**config.mk**
```make
export PLATFORM = sky130hd
export DESIGN_NAME = io2l_ctrl
export DESIGN_NICKNAME = d
export VERILOG_FILES = /design/src/rtl/io2l_pkg.sv /design/src/rtl/io2l_decode.sv /design/src/rtl/io2l_sel_reg.sv /design/src/rtl/io2l_out_stage.sv /design/src/rtl/io2l_in_stage.sv /design/src/rtl/io2l_ctrl.sv
export SDC_FILE = /design/constraint.sdc
export NUM_CORES = 1
export LEC_CHECK = 0
export ABC_AREA = 1
export ABC_CLOCK_PERIOD_IN_PS = 1300
export CAP_MARGIN = 25
export CORE_UTILIZATION = 45
export DETAILED_ROUTE_END_ITERATION = 16
export DONT_BUFFER_PORTS = 1
export HOLD_SLACK_MARGIN = 0.1
export PLACE_DENSITY_LB_ADDON = 0.08
export SLEW_MARGIN = 0
export SYNTH_ARGS = -nofsm -noshare
export SYNTH_HDL_FRONTEND = slang
export SYNTH_SLANG_ARGS = --single-unit
```
**constraint.sdc**
```tcl
create_clock -name clk -period 1.3 [get_ports clk]
set_input_delay 0.13 -clock clk [delete_from_list [all_inputs] [get_ports clk]]
set_output_delay 0.13 -clock clk [all_outputs]
set_load 0.02 [all_outputs]
```
**src/rtl/io2l_pkg.sv**
```systemverilog
package io2l_pkg;
  typedef enum logic [2:0] {
    K_NONE = 3'd0,
    K_SEL  = 3'd1,
    K_CTL  = 3'd2,
    K_DOUT = 3'd3,
    K_STAT = 3'd4,
    K_DIN  = 3'd5
  } io_kind_e;
endpackage

```
**src/rtl/io2l_decode.sv**
```systemverilog
module io2l_decode
  import io2l_pkg::*;
#(
  parameter int CMD_W     = 3,
  parameter int SEL_CODE  = 1,
  parameter int CTL_CODE  = 2,
  parameter int DOUT_CODE = 3,
  parameter int STAT_CODE = 2,
  parameter int DIN_CODE  = 3
) (
  input  logic [CMD_W-1:0] io_cmd,
  input  logic             in_cycle,
  input  logic             wr_stb,
  output io_kind_e         kind
);
  always_comb begin
    kind = K_NONE;
    if (in_cycle) begin
      // input side: enabled for the whole cycle, strobe not needed
      if (io_cmd == CMD_W'(STAT_CODE))     kind = K_STAT;
      else if (io_cmd == CMD_W'(DIN_CODE)) kind = K_DIN;
    end else if (wr_stb) begin
      if (io_cmd == CMD_W'(SEL_CODE))       kind = K_SEL;
      else if (io_cmd == CMD_W'(CTL_CODE))  kind = K_CTL;
      else if (io_cmd == CMD_W'(DOUT_CODE)) kind = K_DOUT;
    end
  end
endmodule

```
**src/rtl/io2l_sel_reg.sv**
```systemverilog
module io2l_sel_reg
  import io2l_pkg::*;
#(
  parameter int DATA_W = 8
) (
  input  logic              clk,
  input  logic              rst,
  input  io_kind_e          kind,
  input  logic [DATA_W-1:0] bus_in,
  output logic [DATA_W-1:0] sel_q
);
  always_ff @(posedge clk) begin
    if (rst)               sel_q <= '0;
    else if (kind == K_SEL) sel_q <= bus_in;
  end
endmodule

```
**src/rtl/io2l_out_stage.sv**
```systemverilog
module io2l_out_stage
  import io2l_pkg::*;
#(
  parameter int DATA_W = 8
) (
  input  logic              clk,
  input  logic              rst,
  input  io_kind_e          kind,
  input  logic [DATA_W-1:0] bus_in,
  output logic              ctl_stb,
  output logic              dout_stb,
  output logic [DATA_W-1:0] dout_data
);
  always_ff @(posedge clk) begin
    if (rst) begin
      ctl_stb   <= 1'b0;
      dout_stb  <= 1'b0;
      dout_data <= '0;
    end else begin
      ctl_stb  <= (kind == K_CTL);
      dout_stb <= (kind == K_DOUT);
      if (kind == K_CTL || kind == K_DOUT) dout_data <= bus_in;
    end
  end
endmodule

```
**src/rtl/io2l_in_stage.sv**
```systemverilog
module io2l_in_stage
  import io2l_pkg::*;
#(
  parameter int DATA_W = 8
) (
  input  logic              clk,
  input  logic              rst,
  input  io_kind_e          kind,
  input  logic [DATA_W-1:0] dev_in,
  output logic              stat_rd,
  output logic              din_rd,
  output logic              bus_oe,
  output logic [DATA_W-1:0] bus_out
);
  logic rd_any;
  assign rd_any = (kind == K_STAT) || (kind == K_DIN);

  always_ff @(posedge clk) begin
    if (rst) begin
      stat_rd <= 1'b0;
      din_rd  <= 1'b0;
      bus_oe  <= 1'b0;
      bus_out <= '0;
    end else begin
      stat_rd <= (kind == K_STAT);
      din_rd  <= (kind == K_DIN);
      bus_oe  <= rd_any;
      bus_out <= rd_any ? dev_in : '0;
    end
  end
endmodule

```
**src/rtl/io2l_ctrl.sv**
```systemverilog
module io2l_ctrl
  import io2l_pkg::*;
#(
  parameter int DATA_W    = 8,
  parameter int CMD_W     = 3,
  parameter int SEL_CODE  = 1,
  parameter int CTL_CODE  = 2,
  parameter int DOUT_CODE = 3,
  parameter int STAT_CODE = 2,
  parameter int DIN_CODE  = 3
) (
  input  logic              clk,
  input  logic              rst,
  input  logic [CMD_W-1:0]  io_cmd,
  input  logic              in_cycle,
  input  logic              wr_stb,
  input  logic [DATA_W-1:0] bus_in,
  input  logic [DATA_W-1:0] dev_in,
  output logic [DATA_W-1:0] dev_addr,
  output logic              ctl_stb,
  output logic              dout_stb,
  output logic [DATA_W-1:0] dout_data,
  output logic              stat_rd,
  output logic              din_rd,
  output logic              bus_oe,
  output logic [DATA_W-1:0] bus_out
);
  io_kind_e kind;

  io2l_decode #(
    .CMD_W(CMD_W), .SEL_CODE(SEL_CODE), .CTL_CODE(CTL_CODE),
    .DOUT_CODE(DOUT_CODE), .STAT_CODE(STAT_CODE), .DIN_CODE(DIN_CODE)
  ) u_dec (
    .io_cmd(io_cmd), .in_cycle(in_cycle), .wr_stb(wr_stb), .kind(kind)
  );

  io2l_sel_reg #(.DATA_W(DATA_W)) u_sel (
    .clk(clk), .rst(rst), .kind(kind), .bus_in(bus_in), .sel_q(dev_addr)
  );

  io2l_out_stage #(.DATA_W(DATA_W)) u_out (
    .clk(clk), .rst(rst), .kind(kind), .bus_in(bus_in),
    .ctl_stb(ctl_stb), .dout_stb(dout_stb), .dout_data(dout_data)
  );

  io2l_in_stage #(.DATA_W(DATA_W)) u_in (
    .clk(clk), .rst(rst), .kind(kind), .dev_in(dev_in),
    .stat_rd(stat_rd), .din_rd(din_rd), .bus_oe(bus_oe), .bus_out(bus_out)
  );
endmodule

```
# Yosys cells after proc, flatten, opt, wreduce, memory -nomap -nowiden
# Index checks and enable logic that the tools add are counted.
[classes]
multipliers = 0
eq_ne = 8
order_cmp = 0
add_sub_neg = 0
n_shift = 0
n_reduce_logical = 3
mux = 7
div = 0
n_bitwise = 1
[op_table]
columns = ["cell", "count"]
rows = [
  ["two-way mux 3 bit", 6],
  ["equality test 3 x 2 -> 1 bit, second input constant", 4],
  ["equality test 3 x 1 -> 1 bit, second input constant", 2],
  ["equality test 3 bit, second input constant", 2],
  ["logical OR 1 bit", 2],
  ["two-way mux 2 bit", 1],
  ["OR reduction 2 bit", 1],
  ["inverter 1 bit", 1],
]
[word_totals]
mem_bits_ro = 0
output_inout_bits = 29
word_cells = 27
memories = 0
ram_bits = 0
inputBits = 23
latch_bits = 0
register_bits = 29

# Longest topological paths before layout
[logic_depth]
depth_word = 10
ltp_mapped = 8
ltp_nobuf = 7

# Cells and area by module
# Synthesis repeated with hierarchy kept, for this count alone.
[hier_totals]
hier_cells = 156
area_unflattened_um2 = 1158.6
[modules_own_cells]
columns = ["mod", "n_inst", "seq_area_each_um2", "cells_per_inst", "area_per_inst_um2"]
rows = [
  ["io2l_out_stage", 1, 200.2, 59, 410.4],
  ["io2l_sel_reg", 1, 160.2, 53, 355.3],
  ["io2l_in_stage", 1, 220.2, 35, 351.6],
  ["io2l_decode", 1, 0.0, 9, 41.3],
]

# Worst setup path after synthesis
# Ideal clock, no wire load.
[synth_timing]
path_kind = "input-to-reg"
start = "input io_cmd[2]"
end = "register u_sel.sel_q[0]"
required_ns = 1.187
path_slack_ns = 0.382
stages = 7
setup_ns = 0.113
n_path_buf = 1
arrival_ns = 0.805
cell_sequence = "clkinv_2 -> nand2_2 -> nor2_8 -> nand4_4 -> buf_6 -> nor2_1 -> nor2_1"
[synth_via]
elab_chain_len = 7
elab_cells_between_ends = 11
cone_classes = "eq/ne: 4; mux: 7"
[synth_rtl]
columns = ["element", "line", "source"]
rows = [
  ["start: declaration", "io2l_ctrl.sv:14", "input logic [CMD_W-1:0] io_cmd,"],
  ["equality test 3 x 2 -> 1 bit", "io2l_decode.sv:21, io2l_decode.sv:25", ""],
  ["two-way mux 2 bit", "io2l_decode.sv:25", "else if (io_cmd == CMD_W'(DOUT_CODE)) kind = K_DOUT;"],
  ["two-way mux 3 bit", "io2l_decode.sv:24", "else if (io_cmd == CMD_W'(CTL_CODE)) kind = K_CTL;"],
  ["two-way mux 3 bit", "io2l_decode.sv:23", "if (io_cmd == CMD_W'(SEL_CODE)) kind = K_SEL;"],
  ["two-way mux 3 bit", "io2l_decode.sv:22", "end else if (wr_stb) begin"],
  ["two-way mux 3 bit (*)", "io2l_decode.sv:18", "if (in_cycle) begin"],
  ["equality test 3 x 1 -> 1 bit (*)", "io2l_sel_reg.sv:14", "else if (kind == K_SEL) sel_q <= bus_in;"],
  ["end signal: assignment", "io2l_sel_reg.sv:14", ""],
  ["end: declaration", "io2l_sel_reg.sv:10", "output logic [DATA_W-1:0] sel_q"],
]
# Mark *: on every way between the ends. The rest lies on a longest branch, timed or not.
# A chain may end at the register's enable or synchronous reset.

# Worst setup path after layout
[layout_timing]
start = "input io_cmd[2]"
end = "register u_sel.sel_q[5]"
# The elaborated chain is that of the path after synthesis.

==> qor.csv <==
stage,metric,value,unit
status,run_status,"complete, no violations",
synth,synth_area_leaders,"dfxtp_1, nor2_1, nand2_1, inv_1, a21oi_1",
placement,place_congestion,0.717,
setup_path,reg2regPathDepth,4,
detailed_routing,via_count,925,
timing,fmax,802,MHz
detailed_routing,ant_nets,0,
synth,ys_seq_area_share,55.0,%
cells_and_area,diodes,0,
power_and_ir_drop,intPower,0.00118,W
clocking,clk_pin_slew,80,ps
setup_path,critPathCapture,u_sel.sel_q[5],
power_and_ir_drop,power.share.switching,24.7,%
synth,avgSynthCellArea,8.05,µm²
cells_and_area,final_area,1360,µm²
power_and_ir_drop,pwr-share-comb,8.8,%
synth,mappedNetlistArea,1050,µm²
setup_path,end_kind,register,
detailed_routing,finalWirelength,2490,µm
die,dieArea,2540,µm²
clocking,clock_latency,320,ps
min_path,hp-class,in -> reg,
detailed_routing,drtIter0Drc,23,
synth,netlist_instances,131,
clocking,clock_sinks,29,
clocking,ctsHtreeMaxLevel,2,
setup_path,arrival,1520,ps
timing,setup_tns,0,ps
setup_path,r2r-start,u_sel.sel_q[5],
timing,hold_viol,0,
synth,ys_warn_count,0,
placement,portBuffers,0,
detailed_routing,wl_per_cell,13.3,µm
synth,synthTopCellsByCount,"dfxtp_1, nor2_1, nand2_1",
power_and_ir_drop,leakage,0.620,nW
detailed_routing,drt-vias-per-instance,4.95,
clocking,cts_buffer_depth,2,
global_route,grt_use_total,20.8,%
global_route,overflow,0,
timing,min_period,1250,ps
placement,dp_hpwl,1480,µm
detailed_routing,firstDrtPassIters,4,
timing,skew,0,ps
die,fp.coreArea,2210,µm²
setup_path,start_kind,input port,
synth,synth-seq-cells,29,
clocking,cts_tree,yes,
timing,rsz0062_at_grt,no,
synth,ys_types,17,
die,fp.dieH,50.4,µm
timing,maxSlewHeadroom,69.8,%
placement,placed_cell_area,1070,µm²
run,drv_cap,0,
synth,synth_edf_count,0,
synth,synth_ff_type,dfxtp_1,
global_route,grt_pass1_vias,809,
cells_and_area,area_growth,29.2,%
setup_path,crit_start,io_cmd[2],
clocking,cts_buffers,5,
global_route,antenna_found_initial,0,
timing,setup_viol,0,
synth,synth_nets,154,
synth,ys_async_sr_fraction,0,%
clocking,root_buffer,clkbuf_4,
timing,maxSlewViolCount,0,
cells_and_area,final_nets,181,
power_and_ir_drop,power.density,1150,nW/µm²
synth,synth.most_common_cell,dfxtp_1,
setup_path,reg2reg_to,u_sel.sel_q[5],
synth,synth_top_cell_by_area,dfxtp_1,
global_route,grt_pass1_wl,3720,µm
power_and_ir_drop,p_switching,0.000388,W
setup_path,rrSetupSlack,470,ps
timing,tightest_slew,451,ps
setup_path,cp.required,1570,ps
die,num_rows,17,
clocking,cts_setup_buffers,0,
power_and_ir_drop,clkPwrFrac,31.8,%
setup_path,cp_max_fo,11,
synth,synth.top_cell.area_share,55.0,%
setup_path,setup.worst_path.class,in -> reg,
die,io_pins,52,
detailed_routing,remaining_drc_errors,0,
cells_and_area,drive_gt1_share,10.1,%
power_and_ir_drop,seq_power_share,59.4,%
global_route,grt_max_degree,17,
min_path,hold_path_startpoint,in_cycle,
die,fp.dieW,50.4,µm
power_and_ir_drop,vdd_ir_drop_max,784,µV
timing,period_share,95.9,%
die,start_util,47.7,%
==> critical path, cell delays in order <==
cell	delay [ps]
dlygate4sd3_1	550
clkinv_2	80
nand2_2	80
nor2_8	200
nand4_4	200
nand2_1	130
nand2_1	60
nor2_1	80
==> how the worst min path moves through the flow <==
stage                                    end  cells after the start  slack (ps)
final                          u_out.ctl_stb                      4         100
after global routing           u_out.ctl_stb                      4         110
after CTS                      u_out.ctl_stb                      4         100
after detailed placement        u_in.stat_rd                      1         200
after global placement    u_out.dout_data[2]                      1         200
after floorplan                 u_in.stat_rd                      1         200
==> flip-flops by register name (all words and copies together) (netlist names) <==
register,cells
u_in.bus_out,8
u_out.dout_data,8
u_sel.sel_q,8
u_in.bus_oe,1
u_in.din_rd,1
u_in.stat_rd,1
u_out.ctl_stb,1
u_out.dout_stb,1
==> layer usage <==
metal	up-vias	share of wire (%)	track usage, %	wire length (µm)
met1	411	42	24.1	1040
met5	-	0	0	0
met4	0	2.7	9.72	68
met3	7	10	11.8	253
li1	453	-	-	-
met2	54	45	30.9	1130
==> cells by family after synthesis <==
family                 Yosys count  synth area share, %
AOI/OAI and AO/OA                9                 4.27
and+or+nand+nor                 68                 30.8
DFF                             29                 55.0
buffers and inverters           25                 9.84
==> cell usage in the layout (no fill, tap or decap), types with 3 or more instances in the layout <==
| master | netlist | routed |
|---|---|---|
| inv_1 | 20 | 20 |
| dlygate4sd3_1 | 0 | 21 |
| clkbuf_4 | 0 | 5 |
| dfxtp_1 | 29 | 29 |
| nand3_1 | 8 | 8 |
| clkbuf_1 | 1 | 3 |
| nand2_1 | 23 | 23 |
| nor2_1 | 28 | 28 |
| nand2_2 | 4 | 4 |
| a21oi_1 | 9 | 9 |
==> metrics by stage <==
stage | std cells | hold WS [ps] | utilization, % | total power [W] | worst slack [ps]
after floorplan | 131 | 202 | - | 0.00101 | 382
after global placement | 156 | 202 | 48.4 | 0.00101 | 323
after detailed placement | 156 | 205 | 48.4 | 0.00101 | 296
after CTS | 185 | 101 | 60.1 | 0.00158 | 11.9
after global routing | 187 | 111 | 61.6 | 0.00165 | 6.41
final | 187 | 105 | 61.6 | 0.00157 | 53.2
==> power groups by stage <==
stage | combinational (W) | clock, W | sequential [W]
floorplan | 0.0000584 | 0 | 0.000953
global placement | 0.0000554 | 0 | 0.000955
detailed placement | 0.0000572 | 0 | 0.000956
CTS | 0.000126 | 0.000522 | 0.000935
global route | 0.000152 | 0.000564 | 0.000937
finish | 0.000139 | 0.000500 | 0.000934
==> final cells by class <==
type	count	area (µm²)
well taps	28	35.0
multi-input cells	78	392
inverters	22	83.8
clock buffers	8	48.8
flip-flops and latches	29	581
repair buffers	22	223
fillers	222	850
==> timing repair <==
| action | 4_1_cts | 5_1_grt |
|---|---|---|
| hold buffers | 21 | 1 |
| endpoints found under the hold margin | 29 | 8 |
| resized for setup | 0 | 2 |
| setup endpoints to repair | 0 | 18 |
Power figures use the tool's default switching activity.
